$ cat src/rtl/cke_seq_pkg.sv
package cke_seq_pkg;

  typedef enum logic [2:0] {
    ST_LOAD   = 3'd0,
    ST_PRE    = 3'd1,
    ST_POST   = 3'd2,
    ST_START  = 3'd3,
    ST_WAIT   = 3'd4,
    ST_NORMAL = 3'd5,
    ST_SREF   = 3'd6
  } seq_state_e;

  typedef enum logic [1:0] {
    OP_BOOT   = 2'b00,
    OP_NORMAL = 2'b01,
    OP_SREF   = 2'b10
  } op_mode_e;

  localparam logic [1:0] SKIP_TO_NORMAL = 2'b01;
  localparam logic [1:0] SKIP_TO_SREF   = 2'b11;

endpackage

$ cat src/rtl/cke_unit_timer.sv
module cke_unit_timer #(
  parameter int PRESCALE_W = 10,
  parameter int UNIT_W     = 12
) (
  input  logic              clk,
  input  logic              rst_n,
  input  logic              en_i,
  input  logic [UNIT_W-1:0] target_i,
  output logic              done_o
);

  localparam logic [PRESCALE_W-1:0] PS_LAST = '1;
  localparam logic [PRESCALE_W-1:0] PS_ONE  = PRESCALE_W'(1);
  localparam logic [UNIT_W-1:0]     U_ONE   = UNIT_W'(1);

  logic [PRESCALE_W-1:0] ps_q, ps_d;
  logic [UNIT_W-1:0]     unit_q, unit_d;
  logic                  ps_wrap;
  logic                  zero_target;

  assign ps_wrap     = (ps_q == PS_LAST);
  assign zero_target = (target_i == '0);

  // a zero target finishes in the first enabled cycle
  always_comb begin
    done_o = en_i && (zero_target || (ps_wrap && (unit_q == (target_i - U_ONE))));
  end

  always_comb begin
    ps_d   = ps_q;
    unit_d = unit_q;
    if (!en_i || done_o) begin
      ps_d   = '0;
      unit_d = '0;
    end else begin
      ps_d = ps_q + PS_ONE;
      if (ps_wrap) begin
        unit_d = unit_q + U_ONE;
      end
    end
  end

  always_ff @(posedge clk or negedge rst_n) begin
    if (!rst_n) begin
      ps_q   <= '0;
      unit_q <= '0;
    end else begin
      ps_q   <= ps_d;
      unit_q <= unit_d;
    end
  end

endmodule

$ cat src/rtl/cke_seq_fsm.sv
module cke_seq_fsm
  import cke_seq_pkg::*;
(
  input  logic       clk,
  input  logic       rst_n,
  input  logic [1:0] skip_i,
  input  logic       wait_done_i,
  input  logic       init_done_i,
  output seq_state_e state_o
);

  seq_state_e state_q, state_d;

  always_comb begin
    state_d = state_q;
    unique case (state_q)
      ST_LOAD: begin
        if (skip_i == SKIP_TO_NORMAL)    state_d = ST_NORMAL;
        else if (skip_i == SKIP_TO_SREF) state_d = ST_SREF;
        else                             state_d = ST_PRE;
      end
      ST_PRE:    if (wait_done_i) state_d = ST_POST;
      ST_POST:   if (wait_done_i) state_d = ST_START;
      ST_START:  state_d = ST_WAIT;
      ST_WAIT:   if (init_done_i) state_d = ST_NORMAL;
      ST_NORMAL: state_d = ST_NORMAL;
      ST_SREF:   state_d = ST_SREF;
      default:   state_d = ST_LOAD;
    endcase
  end

  always_ff @(posedge clk or negedge rst_n) begin
    if (!rst_n) state_q <= ST_LOAD;
    else        state_q <= state_d;
  end

  assign state_o = state_q;

endmodule

$ cat src/rtl/cke_powerup_seq.sv
module cke_powerup_seq
  import cke_seq_pkg::*;
#(
  parameter int PRE_W      = 12,
  parameter int POST_W     = 10,
  parameter int PRESCALE_W = 10
) (
  input  logic              clk,
  input  logic              rst_n,
  input  logic [PRE_W-1:0]  pre_units_i,
  input  logic [POST_W-1:0] post_units_i,
  input  logic [1:0]        skip_mode_i,
  input  logic              init_done_i,
  output logic              cke_o,
  output logic              init_start_o,
  output logic [1:0]        op_state_o
);

  localparam int UNIT_W = (PRE_W > POST_W) ? PRE_W : POST_W;

  seq_state_e        state;
  logic [PRE_W-1:0]  pre_q;
  logic [POST_W-1:0] post_q;
  logic              cfg_en;
  logic [UNIT_W-1:0] pre_ext, post_ext, target;
  logic              timer_en, timer_done;

  // configuration captured once, in the load state only
  assign cfg_en = (state == ST_LOAD);

  always_ff @(posedge clk or negedge rst_n) begin
    if (!rst_n) begin
      pre_q  <= '0;
      post_q <= '0;
    end else if (cfg_en) begin
      pre_q  <= pre_units_i;
      post_q <= post_units_i;
    end
  end

  generate
    if (UNIT_W > PRE_W) begin : g_pre_pad
      assign pre_ext = {{(UNIT_W-PRE_W){1'b0}}, pre_q};
    end else begin : g_pre_full
      assign pre_ext = pre_q;
    end
    if (UNIT_W > POST_W) begin : g_post_pad
      assign post_ext = {{(UNIT_W-POST_W){1'b0}}, post_q};
    end else begin : g_post_full
      assign post_ext = post_q;
    end
  endgenerate

  assign timer_en = (state == ST_PRE) || (state == ST_POST);
  assign target   = (state == ST_PRE) ? pre_ext : post_ext;

  cke_unit_timer #(
    .PRESCALE_W(PRESCALE_W),
    .UNIT_W    (UNIT_W)
  ) u_timer (
    .clk     (clk),
    .rst_n   (rst_n),
    .en_i    (timer_en),
    .target_i(target),
    .done_o  (timer_done)
  );

  cke_seq_fsm u_fsm (
    .clk        (clk),
    .rst_n      (rst_n),
    .skip_i     (skip_mode_i),
    .wait_done_i(timer_done),
    .init_done_i(init_done_i),
    .state_o    (state)
  );

  always_comb begin
    cke_o        = 1'b0;
    init_start_o = 1'b0;
    op_state_o   = OP_BOOT;
    unique case (state)
      ST_POST, ST_WAIT: cke_o = 1'b1;
      ST_START: begin
        cke_o        = 1'b1;
        init_start_o = 1'b1;
      end
      ST_NORMAL: begin
        cke_o      = 1'b1;
        op_state_o = OP_NORMAL;
      end
      ST_SREF:  op_state_o = OP_SREF;
      default: ;
    endcase
  end

endmodule

$ cat config.mk
export PLATFORM = sky130hd
export DESIGN_NAME = cke_powerup_seq
export DESIGN_NICKNAME = d
export VERILOG_FILES = /design/src/rtl/cke_seq_pkg.sv /design/src/rtl/cke_unit_timer.sv /design/src/rtl/cke_seq_fsm.sv /design/src/rtl/cke_powerup_seq.sv
export SDC_FILE = /design/constraint.sdc
export NUM_CORES = 1
export LEC_CHECK = 0
export ABC_AREA = 1
export BUFFER_PORTS_ARGS = -buffer_cell sky130_fd_sc_hd__clkbuf_2
export CELL_PAD_IN_SITES_DETAIL_PLACEMENT = 1
export CELL_PAD_IN_SITES_GLOBAL_PLACEMENT = 2
export CORE_ASPECT_RATIO = 0.9
export CORE_MARGIN = 1.5
export CORE_UTILIZATION = 30
export DETAILED_ROUTE_END_ITERATION = 6
export PLACE_DENSITY_LB_ADDON = 0.1
export SLEW_MARGIN = 20
export SYNTH_ARGS = -nofsm -noshare
export SYNTH_HDL_FRONTEND = slang
export SYNTH_SLANG_ARGS = --single-unit
$ cat constraint.sdc
create_clock -name clk -period 2.2 [get_ports clk]
set_clock_uncertainty 0.15 [all_clocks]
set_input_delay 0.55 -clock clk [delete_from_list [all_inputs] [get_ports clk]]
set_output_delay 0.55 -clock clk [all_outputs]
set_load 0.01 [all_outputs]
==> summary.md <==
| Metric | Value |
|---|---|
| Die Ht | `97.78 um` |
| Max-cap violations | `0` |
| Commonest non-fill, non-tap cell in the layout | `nand2_1` |
| Area Overhead vs Synth | `42.62%` |
| Htree depth | `2` |
| CP Class | `flop to flop` |
| Synth cell types | `29` |
| Core Area | `9699 um^2` |
| Via count | `3025` |
| Crit Path Max Fanout | `8` |
| Row count | `34` |
| Grt ovf | `0` |
| CTS tree | `yes` |
| Design area | `4270 um^2` |
| Vias per cell | `4.611` |
| Worst-margin pin slew | `0.6427 ns` |
| Critical Path Source Type | `flop` |
| Sw frac | `0.4319` |
| Seq/Total Area, Yosys | `0.3928` |
| Crit path time final | `2.638 ns` |
| Most frequent cells in the layout | `nand2_1 (130), buf_4 (78), inv_1 (51)` |
| Layout Cells excl Fill | `656` |
| Clock Latency Late Sink | `0.30 ns` |
| Max_slew headroom | `0.5715` |
| Die width | `108.3 um` |
| Pre-CTS WS | `-0.5200 ns` |
| Sequential share of power | `0.202` |
| Dpl cells | `633` |
| First-pass DRT Iterations | `4` |
| Initial Util | `0.3087` |
| Clk network pwr share | `0.124` |
| Port bufs | `30` |
| Syn_nets | `446` |
| Max Fclk | `379.1 MHz` |
| Remaining DRCs | `0` |
| Setup TNS Final | `-10.04 ns` |
| Antenna violations before repair | `0` |
| # IOs | `31` |
| Slew Viols, Final | `0` |
| RSZ-0062 raised after global routing | `true` |
| Routability congestion estimate | `0.7519` |
| Synthesized instance count | `416` |
| Comb power frac | `0.674` |
| Detailed placement HPWL | `6.657 mm` |
| Tot Pwr | `6.076 mW` |
| Fin Hold WS | `0.1957 ns` |
| Die Area | `10590 um^2` |
| Routed WL per cell | `13.50 um` |
| Clk sinks | `47` |
| CTS Hold Bufs | `0` |
| Req. time, crit path | `2.23 ns` |
| # nets final | `559` |
| DR iter-0 viols | `99` |
| Total CTS buffers | `5` |
| Status | `finished, violations left` |
| Final WL | `8.855 mm` |
| PD cells | `1423 nW/um^2` |
| YS warnings | `0` |
| PnR worst setup slack | `-0.4379 ns` |
| Clk root buf | `clkbuf_8` |
| Finish-stage setup viols | `24` |
| VDD IR max | `0.4524 mV` |
| Fin util | `0.4403` |
| # diodes | `0` |
| Deepest clock path buffer count | `2` |
| Fin crit share | `1.199` |
| LEAKAGE | `2.141 nW` |
| Mapped cell area | `2994 um^2` |
| Synthesized flop and latch total | `47` |
| Hold Violations, Final | `0` |
| First-pass GRT wire length | `14.94 mm` |
| Sw power | `2.624 mW` |
| Internal Power | `3.452 mW` |
| Clock-pin slew on the worst setup and hold paths | `0.10 ns` |
| Critical Path Sink Type | `flop` |
| Global-route usage over all layers | `0.1763` |
| Largest net degree at the start of global routing | `48` |
| Failing checks | `setup timing` |
| Placed inst area | `3775 um^2` |
| Antenna-violating nets left | `0` |
| Vias in the first global route | `3193` |
| Fraction of layout cells with a size suffix above 1 | `0.3830` |
| Arr. time, crit path | `2.67 ns` |
| HP Class | `primary input to asynchronous set/reset pin` |
| Avg Inst Size Synth | `7.197 um^2` |
==> power groups by stage <==
stage / clock (mW) / combinational [mW] / sequential (mW)
after floorplan: 0 / 1.96 / 1.21
after global placement: 0 / 3.19 / 1.24
after detailed placement: 0 / 3.25 / 1.24
final: 0.755 / 4.09 / 1.23
after global routing: 0.818 / 4.58 / 1.26
after CTS: 0.788 / 3.66 / 1.23
==> repair_timing <==
item                       4_1_cts  5_1_grt
pin swaps                        6       23
buffers inserted                 6        8
setup endpoints to repair       25       25
gates cloned                     1        0
resized for setup               14       45
==> synth_stat cells (all sizes together) <==
master  count  area, um^2
buf         5       67.56
inv        54       202.7
clkbuf      5       20.01
or4         1       7.510
a21oi       6       33.78
xor2        9       78.83
nand3      37       195.2
and3        4       25.02
ha          3       37.54
nor4        1       6.260
nor3       20       155.2
nand4       6       37.54
o21ai      20       100.1
a31oi       1       6.260
nand2     153       609.3
nor2       42       217.7
xnor2       2       17.52
dfrtp      47        1176
==> final cells by class <==
type,instances,area [um^2]
Multi-Input combinational cell,305,1740
Timing Repair Buffer,116,859.6
Sequential cell,47,1177
Clock buffer,6,72.57
Inverter,54,202.7
Tap cell,126,157.7
Clock inverter,2,60.06
Fill cell,1222,5429
==> cell families after synthesis <==
group	count (synthesis)	share of synthesized area
flip-flops	47	0.3928
XOR/XNOR	11	0.03218
adder cells (fa/ha/maj)	3	0.01254
buffers and inverters	64	0.09695
AND/OR/NAND/NOR	264	0.4187
AO/OA/AOI/OAI	27	0.04681
==> flip-flops by register name (all words and copies together) (netlist names) <==
name and cells:
post_q 10, u_timer.ps_q 10, pre_ext 12, u_fsm.state_o 3
u_timer.unit_q 12
==> path summary, 6_finish.rpt <==
check	start	slack (ns)	endpoint	cells past startpoint
worst max-delay path	u_fsm.state_o[1]	-0.44	u_timer.unit_q[9]	17
worst min-delay path	rst_n	0.20	u_timer.ps_q[0]	2
worst max register to register	u_fsm.state_o[1]	-0.44	u_timer.unit_q[9]	17
worst min register to register	post_q[9]	0.34	post_q[9]	2
max in group asynchronous	rst_n	1.21	u_fsm.state_o[0]	2
min in group clk	pre_units_i[9]	0.30	pre_ext[9]	3
==> per-layer routing <==
layer | routed length, um | share of wire | vias up | global-route usage
li1 | - | - | 1526 | -
met1 | 4215 | 0.48 | 1467 | 0.2355
met2 | 4449 | 0.50 | 30 | 0.3077
met3 | 159 | 0.018 | 2 | 0.02403
met4 | 30 | 0.0034 | 0 | 0.02733
met5 | 0 | 0 | - | 0
==> critical path, stage by stage, from the launching register on <==
cell,delay (ns)
dfrtp_1,0.41
nor2_4,0.18
buf_6,0.13
buf_4,0.09
nand3_1,0.07
nand2_1,0.12
buf_4,0.14
buf_4,0.12
nand3_2,0.12
nor2_2,0.13
nand2_1,0.05
nand2_1,0.10
nand2_1,0.07
nor3_2,0.17
nand3_2,0.12
nand2_4,0.14
buf_12,0.16
nor3_2,0.04
Note: power is estimated with default switching activity, not from simulation.
